## src/rtl/atacd_pkg.sv

```systemverilog
package atacd_pkg;
    localparam int WORD_W     = 16;
    localparam int XFER_W     = 13;
    localparam int STAT_W     = 32;
    localparam int STAT_CNT_W = 14;
    localparam logic [13:0] SELDEV_PAT = 14'h2740;

    localparam int ST_IRQ_BIT    = 5;
    localparam int ST_DEV_BIT    = 11;
    localparam int ST_PIO_BIT    = 12;
    localparam int ST_WFULL_BIT  = 14;
    localparam int ST_REMPTY_BIT = 15;
    localparam int ST_CNT_LSB    = 16;
    localparam int ST_BAD_BIT    = 30;

    typedef enum logic [2:0] {
        OP_REG_RD, OP_REG_WR, OP_DAT_RD, OP_DAT_WR, OP_SEL_DEV, OP_BAD
    } op_e;

    typedef enum logic [1:0] {
        ST_IDLE, ST_BUSY, ST_RESP
    } st_e;

    typedef struct packed {
        logic [1:0]        cs;
        logic [2:0]        addr;
        logic [7:0]        wbyte;
        logic [XFER_W-1:0] xfer;
        logic              dev;
        logic              blk;
    } cmd_fields_t;
endpackage

```

## src/rtl/atacd_classify.sv

```systemverilog
module atacd_classify
    import atacd_pkg::*;
(
    input  logic [WORD_W-1:0] word_i,
    output op_e               op_o,
    output cmd_fields_t       fld_o
);
    always_comb begin
        fld_o.cs    = word_i[12:11];
        fld_o.addr  = word_i[10:8];
        fld_o.wbyte = word_i[7:0];
        fld_o.xfer  = word_i[XFER_W-1:0];
        fld_o.dev   = word_i[0];
        fld_o.blk   = word_i[1];

        if (word_i[15:2] == SELDEV_PAT) begin
            op_o = OP_SEL_DEV;
        end else if (word_i[14:13] == 2'b10) begin
            op_o = word_i[15] ? OP_DAT_WR : OP_DAT_RD;
        end else if (word_i[15:13] == 3'b001) begin
            op_o = OP_REG_RD;
        end else if (word_i[15:13] == 3'b101) begin
            op_o = OP_REG_WR;
        end else begin
            op_o = OP_BAD;
        end
    end
endmodule

```

## src/rtl/atacd_xfer_cnt.sv

```systemverilog
module atacd_xfer_cnt #(
    parameter int W = 14
) (
    input  logic         clk,
    input  logic         rst_n,
    input  logic         load_i,
    input  logic [W-1:0] val_i,
    input  logic         dec_i,
    output logic [W-1:0] cnt_o,
    output logic         zero_o
);
    logic [W-1:0] cnt_d, cnt_q;

    always_comb begin
        cnt_d = cnt_q;
        if (load_i) begin
            cnt_d = val_i;
        end else if (dec_i && (cnt_q != '0)) begin
            cnt_d = cnt_q - 1'b1;
        end
    end

    always_ff @(posedge clk or negedge rst_n) begin
        if (!rst_n) cnt_q <= '0;
        else        cnt_q <= cnt_d;
    end

    assign cnt_o  = cnt_q;
    assign zero_o = (cnt_q == '0);
endmodule

```

## src/rtl/atacd_status.sv

```systemverilog
module atacd_status
    import atacd_pkg::*;
(
    input  logic                  dev_i,
    input  logic                  pio_i,
    input  logic                  irq_i,
    input  logic                  wfull_i,
    input  logic                  rempty_i,
    input  logic                  bad_i,
    input  logic [STAT_CNT_W-1:0] cnt_i,
    output logic [STAT_W-1:0]     stat_o
);
    always_comb begin
        stat_o                             = '0;
        stat_o[ST_IRQ_BIT]                 = irq_i;
        stat_o[ST_DEV_BIT]                 = dev_i;
        stat_o[ST_PIO_BIT]                 = pio_i;
        stat_o[ST_WFULL_BIT]               = wfull_i;
        stat_o[ST_REMPTY_BIT]              = rempty_i;
        stat_o[ST_CNT_LSB +: STAT_CNT_W]   = cnt_i;
        stat_o[ST_BAD_BIT]                 = bad_i;
    end
endmodule

```

## src/rtl/ata_cmd_decoder.sv

```systemverilog
module ata_cmd_decoder
    import atacd_pkg::*;
#(
    parameter int RD_W = 32
) (
    input  logic              clk,
    input  logic              rst_n,
    input  logic              cmd_valid,
    input  logic [WORD_W-1:0] cmd_word,
    output logic              cmd_ready,
    output logic              req_valid,
    output logic [1:0]        req_kind,
    output logic [1:0]        req_cs,
    output logic [2:0]        req_addr,
    output logic [7:0]        req_wdata,
    output logic              req_dev,
    output logic              req_blocks,
    output logic [XFER_W-1:0] req_count,
    input  logic              eng_done,
    input  logic [7:0]        eng_rdata,
    output logic              rd_valid,
    output logic [RD_W-1:0]   rd_data,
    input  logic              rd_ready,
    input  logic              dev_irq,
    input  logic              wfifo_full,
    input  logic              rfifo_empty,
    output logic [STAT_W-1:0] status
);
    localparam int RD_PAD = RD_W - 8;

    typedef struct packed {
        st_e               st;
        logic [1:0]        kind;
        logic [1:0]        cs;
        logic [2:0]        addr;
        logic [7:0]        wbyte;
        logic [XFER_W-1:0] count;
        logic              dev;
        logic              blk;
        logic              rq_dev;
        logic              rq_blk;
        logic              bad;
        logic [7:0]        rbyte;
    } ctl_t;

    ctl_t ctl_d, ctl_q;

    op_e                   op;
    cmd_fields_t           fld;
    logic                  cnt_load, cnt_dec, cnt_zero;
    logic [STAT_CNT_W-1:0] cnt;

    atacd_classify u_classify (
        .word_i (cmd_word),
        .op_o   (op),
        .fld_o  (fld)
    );

    atacd_xfer_cnt #(.W(STAT_CNT_W)) u_cnt (
        .clk    (clk),
        .rst_n  (rst_n),
        .load_i (cnt_load),
        .val_i  (STAT_CNT_W'(fld.xfer)),
        .dec_i  (cnt_dec),
        .cnt_o  (cnt),
        .zero_o (cnt_zero)
    );

    always_comb begin
        ctl_d    = ctl_q;
        cnt_load = 1'b0;
        cnt_dec  = 1'b0;
        unique case (ctl_q.st)
            ST_IDLE: begin
                if (cmd_valid) begin
                    case (op)
                        OP_SEL_DEV: begin
                            ctl_d.dev = fld.dev;
                            ctl_d.blk = fld.blk;
                        end
                        OP_REG_RD, OP_REG_WR: begin
                            ctl_d.st     = ST_BUSY;
                            ctl_d.kind   = (op == OP_REG_WR) ? 2'b01 : 2'b00;
                            ctl_d.cs     = fld.cs;
                            ctl_d.addr   = fld.addr;
                            ctl_d.wbyte  = (op == OP_REG_WR) ? fld.wbyte : 8'h00;
                            ctl_d.count  = '0;
                            ctl_d.rq_dev = ctl_q.dev;
                            ctl_d.rq_blk = ctl_q.blk;
                        end
                        OP_DAT_RD, OP_DAT_WR: begin
                            ctl_d.st     = ST_BUSY;
                            ctl_d.kind   = (op == OP_DAT_WR) ? 2'b11 : 2'b10;
                            ctl_d.cs     = 2'b00;
                            ctl_d.addr   = 3'b000;
                            ctl_d.wbyte  = 8'h00;
                            ctl_d.count  = fld.xfer;
                            ctl_d.rq_dev = ctl_q.dev;
                            ctl_d.rq_blk = ctl_q.blk;
                            cnt_load     = 1'b1;
                        end
                        default: ctl_d.bad = 1'b1;
                    endcase
                end
            end
            ST_BUSY: begin
                if (eng_done) begin
                    case (ctl_q.kind)
                        2'b00: begin
                            ctl_d.rbyte = eng_rdata;
                            ctl_d.st    = ST_RESP;
                        end
                        2'b01: ctl_d.st = ST_IDLE;
                        default: begin
                            if (cnt_zero) ctl_d.st = ST_IDLE;
                            else          cnt_dec  = 1'b1;
                        end
                    endcase
                end
            end
            ST_RESP: begin
                if (rd_ready) ctl_d.st = ST_IDLE;
            end
            default: ctl_d.st = ST_IDLE;
        endcase
    end

    always_ff @(posedge clk or negedge rst_n) begin
        if (!rst_n) begin
            ctl_q <= '{st: ST_IDLE, default: '0};
        end else begin
            ctl_q <= ctl_d;
        end
    end

    assign cmd_ready  = (ctl_q.st == ST_IDLE);
    assign req_valid  = (ctl_q.st == ST_BUSY);
    assign req_kind   = ctl_q.kind;
    assign req_cs     = ctl_q.cs;
    assign req_addr   = ctl_q.addr;
    assign req_wdata  = ctl_q.wbyte;
    assign req_dev    = ctl_q.rq_dev;
    assign req_blocks = ctl_q.rq_blk;
    assign req_count  = ctl_q.count;
    assign rd_valid   = (ctl_q.st == ST_RESP);
    assign rd_data    = {{RD_PAD{1'b0}}, ctl_q.rbyte};

    atacd_status u_status (
        .dev_i    (ctl_q.dev),
        .pio_i    ((ctl_q.st == ST_BUSY) && ctl_q.kind[1]),
        .irq_i    (dev_irq),
        .wfull_i  (wfifo_full),
        .rempty_i (rfifo_empty),
        .bad_i    (ctl_q.bad),
        .cnt_i    (cnt),
        .stat_o   (status)
    );
endmodule

```

## config.mk

```make
export PLATFORM = sky130hd
export DESIGN_NAME = ata_cmd_decoder
export DESIGN_NICKNAME = d
export VERILOG_FILES = /design/src/rtl/atacd_pkg.sv /design/src/rtl/atacd_classify.sv /design/src/rtl/atacd_xfer_cnt.sv /design/src/rtl/atacd_status.sv /design/src/rtl/ata_cmd_decoder.sv
export SDC_FILE = /design/constraint.sdc
export NUM_CORES = 1
export LEC_CHECK = 0
export ABC_AREA = 1
export CAP_MARGIN = 15
export CORE_UTILIZATION = 57
export CTS_CLUSTER_SIZE = 14
export DETAILED_ROUTE_END_ITERATION = 10
export DONT_BUFFER_PORTS = 1
export PLACE_DENSITY = 0.75
export SLEW_MARGIN = 20
export SYNTH_ARGS = -nofsm -noshare
export SYNTH_HDL_FRONTEND = slang
export SYNTH_SLANG_ARGS = --single-unit
```

## constraint.sdc

```tcl
create_clock -name clk -period 1.3 [get_ports clk]
set_input_delay 0.26 -clock clk [delete_from_list [all_inputs] [get_ports clk]]
set_output_delay 0.26 -clock clk [all_outputs]
set_load 0.02 [all_outputs]
```

After elaboration in Yosys (flattened, before gate mapping)
Cells that the tools add are included.
{"block": "classes", "muxes": 27, "bitwise": 1, "n_eq_ne": 16, "reduce_logical": 20, "add_sub_neg": 1}
{"cell": "$pmux W30 S2", "n": 1}
{"cell": "$mux W35", "n": 1}
{"cell": "$mux W14", "n": 2}
{"cell": "$reduce_and A3 Y1", "n": 5}
{"cell": "$eq A14 B14 Y1 const B", "n": 1}
{"cell": "$logic_not A14 Y1", "n": 1}
{"cell": "$reduce_bool A14 Y1", "n": 1}
{"cell": "$sub A14 B1 Y14 const B", "n": 1}
{"cell": "$mux W3", "n": 4}
{"cell": "$mux W1", "n": 11}
{"cell": "$mux W2", "n": 5}
{"cell": "$mux W8", "n": 1}
{"cell": "$eq A3 B1 Y1 const B", "n": 2}
{"cell": "$eq A3 B2 Y1 const B", "n": 2}
{"cell": "$eq A3 B3 Y1 const B", "n": 2}
{"cell": "$pmux W2 S3", "n": 1}
{"cell": "$reduce_or A2 Y1", "n": 3}
{"cell": "$reduce_and A5 Y1", "n": 1}
{"cell": "$reduce_or A5 Y1", "n": 1}
{"cell": "$eq A2 B1 Y1 const B", "n": 2}
{"cell": "$eq A2 B2 Y1 const B", "n": 2}
{"cell": "$logic_not A2 Y1", "n": 2}
{"cell": "$ne A2 B1 Y1 const B", "n": 2}
{"cell": "$ne A4 B1 Y1 const B", "n": 1}
{"cell": "other kinds (8)", "n": 10}
{"block": "totals", "input_bits": 32, "output_inout_bits": 97, "register_bits": 57}

Depth between registers and ports, before layout
{"block": "depth", "depth_word": 11, "mapped_depth": 11, "depth_no_buf": 10}

By module
A second synthesis with hierarchy kept.
{"block": "hier_totals", "cells_unflattened": 513, "area_unflattened_um2": 3843.7}
{"module": "ata_cmd_decoder", "n_inst": 1, "area_each_um2": 2222.1, "cells_per_inst": 265}
{"module": "atacd_xfer_cnt", "n_inst": 1, "area_each_um2": 1052.3, "cells_per_inst": 163}
{"module": "atacd_classify", "n_inst": 1, "area_each_um2": 325.3, "cells_per_inst": 52}
{"module": "atacd_status", "n_inst": 1, "area_each_um2": 244.0, "cells_per_inst": 33}

Worst setup path after synthesis
Ideal clock, no wire load.
{"block": "synth_timing", "kind": "register to register", "from": "register u_cnt.cnt_q[0] (netlist: u_cnt.cnt_o[0])", "to": "register u_cnt.cnt_q[11] (netlist: u_cnt.cnt_o[11])", "t_arrival_ns": 1.432, "setup_slack_ns": -0.257, "path_buffers": 1, "path_stages_with_launch": 12, "setup_ns": 0.124, "path_cell_list": "dfrtp_1 inv_1 ha_1 nand3_1 nor2_1 nand2_1 nand3_2 nand2_2 inv_2 buf_6 nand2_1 nand3_1"}
{"block": "synth_between", "elab_chain_cells": 7}
{"item": "start, declared", "line": "atacd_xfer_cnt.sv:12", "text": "logic [W-1:0] cnt_d, cnt_q;"}
{"item": "start signal, assigned", "line": "atacd_xfer_cnt.sv:25", "text": "else cnt_q <= cnt_d;"}
{"item": "parallel branches: the longest is 7 deep, another holds $sub A14 B1 Y14"}
Parallel ways; which one is timed is not known. The select of a mux whose other input is x is not followed.
A chain may end at the register's enable or synchronous reset.

Final worst setup path
{"block": "layout_timing", "from": "register u_cnt.cnt_q[3] (netlist: u_cnt.cnt_o[3])", "to": "register ctl_q[41] (netlist bit)"}
{"block": "layout_between", "elab_chain_cells": 3}
{"item": "$logic_not A14 Y1", "line": "atacd_xfer_cnt.sv:29", "text": "assign zero_o = (cnt_q == '0);"}
{"item": "$ne A4 B1 Y1 (no line)"}
{"item": "$reduce_and A5 Y1 (no line)"}
{"item": "end signal, assigned", "line": "ata_cmd_decoder.sv:132", "text": "ctl_q <= ctl_d;"}
{"item": "end, declared", "line": "ata_cmd_decoder.sv:46", "text": "ctl_t ctl_d, ctl_q;"}
No other way between the ends.

==> flow_results.org <==
** Layout
- Cells with a size suffix above 1 make up 41.87% of the layout.
- Most common cell after layout, fill and taps aside :: sky130_fd_sc_hd__nand2_1
- Across the whole layout, storage elements account for 1433 um^2.
- The multi-input combinational cells in the finished layout cover a total of 1708 um^2.
- Count of non-filler cells in the finished layout :: 521
- Relative to the synthesized area, the layout overhead comes to 25.16%.
- Leading cell types in the layout, fill and taps excluded :: sky130_fd_sc_hd__nand2_1, sky130_fd_sc_hd__dfrtp_1, sky130_fd_sc_hd__buf_4, sky130_fd_sc_hd__conb_1, sky130_fd_sc_hd__nand3_1
- For this run, the post-layout net count is 483.
- Count of inserted antenna diode cells :: 0
- Final core area utilization :: 75.59%
- Fill cells :: 381

** Place
- Detailed placement finished with a half-perimeter wire length of 5604 um.
- Total instance count after detailed placement :: 490
- RePlAce Congestion :: 0.8899
- Buffers placed on the I/O ports in this run total 0.

** Routing
- After detailed routing, the average wire length per cell comes to 16.76 um.
- After the first detailed-routing iteration, the DRC count stood at 143.
- The first detailed-routing pass ran for 4 iterations.
- Drt via density :: 5.294
- DRC violations left :: 0
- Summed over all layers, the routed wires come to 8732 um.
- Once detail routing completed, the nets flagged for antenna violations numbered 0.
- The routed layout has 2,758 vias.

** Floorplanning
- Die Y-Extent :: 79.09 um
- The floorplan step defined a die boundary enclosing 6254 um^2.
- After floorplanning, the core was sized to cover 5608 um^2.
- Initial Util :: 60.40%
- The floorplan step set the die width to 79.09 um.
- 129 I/O pins were placed.
- Number of rows created at floorplan :: 27

** STA
- The worst path uses 117.9% of the clock period.
- Min Hold Slack :: -0.3896 ns
- Between clock sinks in the finished design, the worst skew comes to 0.008159 ns.
- Final critical path time including I/O delays and setup :: 1.533 ns
- Setup repair after global routing missed its margin :: true
- Number of endpoints failing setup at the final stage :: 57
- The count of pins over their slew limit was 0.
- For this run, the top clock speed supported by timing is 0.6523 GHz.
- Across all setup checks in the final design, the least slack found is -0.2330 ns.
- Setup TNS :: -6.972 ns
- The final number of hold-violating endpoints came to 57.

** Status
- The checks that failed: hold timing, setup timing.
- The run finished, with violations left.

** Pwr
- Power spent charging and discharging nets :: 0.004557 W
- Part of the total power dissipated in sequential elements :: 36.8%
- PwrDens :: 2413 nW/um^2
- Cell internal power was estimated by the tool at 0.005674 W.
- In this run switching power makes up 44.54% of total power.
- Across the VDD grid, the largest voltage drop is 1.246 mV.
- Combinational logic is responsible for 47.4% of the overall power.
- For this design the static power due to leakage is 2.180 nW.
- The clock network burns 15.9% of the power.

** Clock network
- After clock tree synthesis, the clock-pin slew on the worst setup and hold paths is 0.07 ns.
- The clock passes through at most 2 buffers.
- Number of H-tree levels :: 3
- Total number of clock tree sinks :: 57
- Number of clock buffers inserted by TritonCTS :: 9
- The cell sitting at the root of the clock tree is a sky130_fd_sc_hd__clkbuf_8.
- Clock tree from TritonCTS :: built
- The later pin in the worst-skew pair is clocked with a latency of 0.34 ns.

** Logic synthesis
- Synthesis instantiated 30 different standard cells from the library.
- The most used flip-flop cell after synthesis is sky130_fd_sc_hd__dfrtp_1.
- Cells after synthesis :: 413
- Yosys printed 0 warnings.
- Number of synthesized register bits :: 57
- The synthesized design contains 0 enable-type register cells.
- Sequential cells were found to cover 42.11% of the synthesized design area.
- Cell area after synthesis :: 3387 um^2
- Averaged over all synthesized cells, the footprint is 8.201 um^2.
- Post-synthesis async set-or-reset flop share :: 100.0%

** Critical path
- For the worst setup path, the data arrival time is 1.80 ns.
- Buffers plus inverters on the worst setup path :: 2
- CP delay by family, top :: simple AND/OR/NAND/NOR gates
- The worst setup path is of the reg -> reg kind.
- Worst setup path start :: u_cnt.cnt_o[3]$_DFFE_PN0P_
- Delay contributed by the slowest stage of the critical path :: 0.43 ns
- The signal on the critical path passes through nor2_2 -> inv_1 -> nor2_2 -> nand2_2 -> buf_6 -> a21oi_4 -> nand3_2 -> a21oi_2.
- In this run the critical register-to-register path is launched from u_cnt.cnt_o[3]$_DFFE_PN0P_.
- Counting stages on the worst path, the most repeated cell is sky130_fd_sc_hd__nor2_2.
- Worst setup EP type :: flop
- Crit start category :: flop
- Along the worst path, the maximum fanout reaches 3.
- Crit path max-delay cell type :: sky130_fd_sc_hd__dfrtp_1
- STA puts the critical path data required time at 1.57 ns.

** GRT
- Global routing used 8.851% of the available met3 tracks.
- Antenna violations before repair :: 0
- Fraction of met2 tracks used by global routing :: 45.95%
- Global router's overall resource usage :: 27.79%
- The via count of the first global-routing pass is 2,629.
- Global route overflow :: 0
- Peak-usage layer in the global routing report :: met2
- Met1 capacity usage during global routing :: 33.58%
- Maximum number of pins on one net before global-route repair :: 58
- Global-route wire length before repair :: 12,870 um

** Job
- Number of maximum-capacitance violations :: 0

** Hold path
- The tightest min-delay check is of the in -> async type.
==> layout make-up <==
type,count,share of cell area [%]
Multi-Input combinational cell,274,40.29
Clock inverter,3,1.004
Sequential cell,57,33.80
Timing Repair inverter,1,0.2656
Timing Repair Buffer,74,16.09
Inverter,29,3.099
Clock buffer,11,3.335
Tap cell,72,2.125
==> logic make-up (layout without fill, tap and decap cells) <==
family,count (synthesis),count (layout),share of synthesized area (%)
compound gates,14,14,2.290
xor+xnor,10,10,2.586
fa+ha+maj,5,5,1.847
buf+inv,117,118,22.50
flops,57,57,42.11
mux,8,8,2.660
other cells,1,36,0.1107
simple gates,201,201,25.90
==> through the flow <==
stage | setup slack (ns) | total power (W) | cell area [um^2]
after floorplan | -0.1311 | 0.006584 | 3568
after global placement | -0.1396 | 0.007098 | 3436
after detailed placement | -0.2052 | 0.007220 | 3436
after CTS | -0.1492 | 0.009530 | 3956
after global routing | -0.2921 | 0.01078 | 4239
final | -0.2330 | 0.01023 | 4239
==> repair_timing <==
| item | 4_1_cts | 5_1_grt |
|---|---|---|
| gates resized for setup | 69 | 59 |
| setup buffers | 9 | 5 |
| hold endpoints to repair | 57 | 57 |
| setup endpoints to repair | 60 | 61 |
| cloned | 2 | 2 |
| pin swaps | 17 | 16 |
==> layer usage <==
layer / vias to the layer above / share of wire [%]
li1: 1263 / -
met1: 1352 / 39
met2: 131 / 50
met3: 12 / 8.9
met4: 0 / 1.5
met5: - / 0
==> registers in the layout, indices dropped and copies added, names as in the netlist <==
signal and flops:
ctl_q 5, rd_data 8, req_addr 3, req_blocks 1, req_count 13, req_cs 2
req_dev 1, req_kind 2, req_wdata 8, u_cnt.cnt_o 14
==> final timing paths <==
check                                             end  slack, ns  cells after the start
setup / recovery                ctl_q[41]$_DFFE_PN0P_      -0.23                      8
hold / removal             u_cnt.cnt_o[7]$_DFFE_PN0P_      -0.39                      0
setup reg to reg                ctl_q[41]$_DFFE_PN0P_      -0.23                      8
hold reg to reg                req_blocks$_DFFE_PN0P_       0.50                      2
max in group asynchronous       ctl_q[42]$_DFFE_PN0P_       1.58                      0
min in group clk              req_addr[1]$_DFFE_PN0P_       0.03                      2
==> power by group through the flow <==
| stage | Combinational, W | Sequential [W] | Clock (W) |
|---|---|---|---|
| finish | 0.00484 | 0.00376 | 0.00163 |
| global route | 0.00521 | 0.00386 | 0.00172 |
| CTS | 0.00415 | 0.00373 | 0.00165 |
| detailed placement | 0.00352 | 0.00370 | 0 |
| global placement | 0.00343 | 0.00367 | 0 |
| floorplan | 0.00332 | 0.00327 | 0 |
==> Yosys cell counts (5+ instances only) <==
library cell,count,area share (%)
sky130_fd_sc_hd__buf_4,79,18
sky130_fd_sc_hd__dfrtp_1,57,42
sky130_fd_sc_hd__ha_1,5,1.8
sky130_fd_sc_hd__inv_1,27,3.0
sky130_fd_sc_hd__mux2_2,8,2.7
sky130_fd_sc_hd__nand2_1,104,12
sky130_fd_sc_hd__nand3_1,52,7.7
sky130_fd_sc_hd__nor2_1,31,3.4
sky130_fd_sc_hd__o21ai_0,7,1.0
sky130_fd_sc_hd__xor2_1,7,1.8
==> worst register-to-register path: cells and delay by family, from the launching register on <==
family          cells  cell delay, ns
flops               1            0.43
simple gates        4            0.51
buf+inv             2            0.23
compound gates      2            0.29
(Power assumes the default switching activity.)
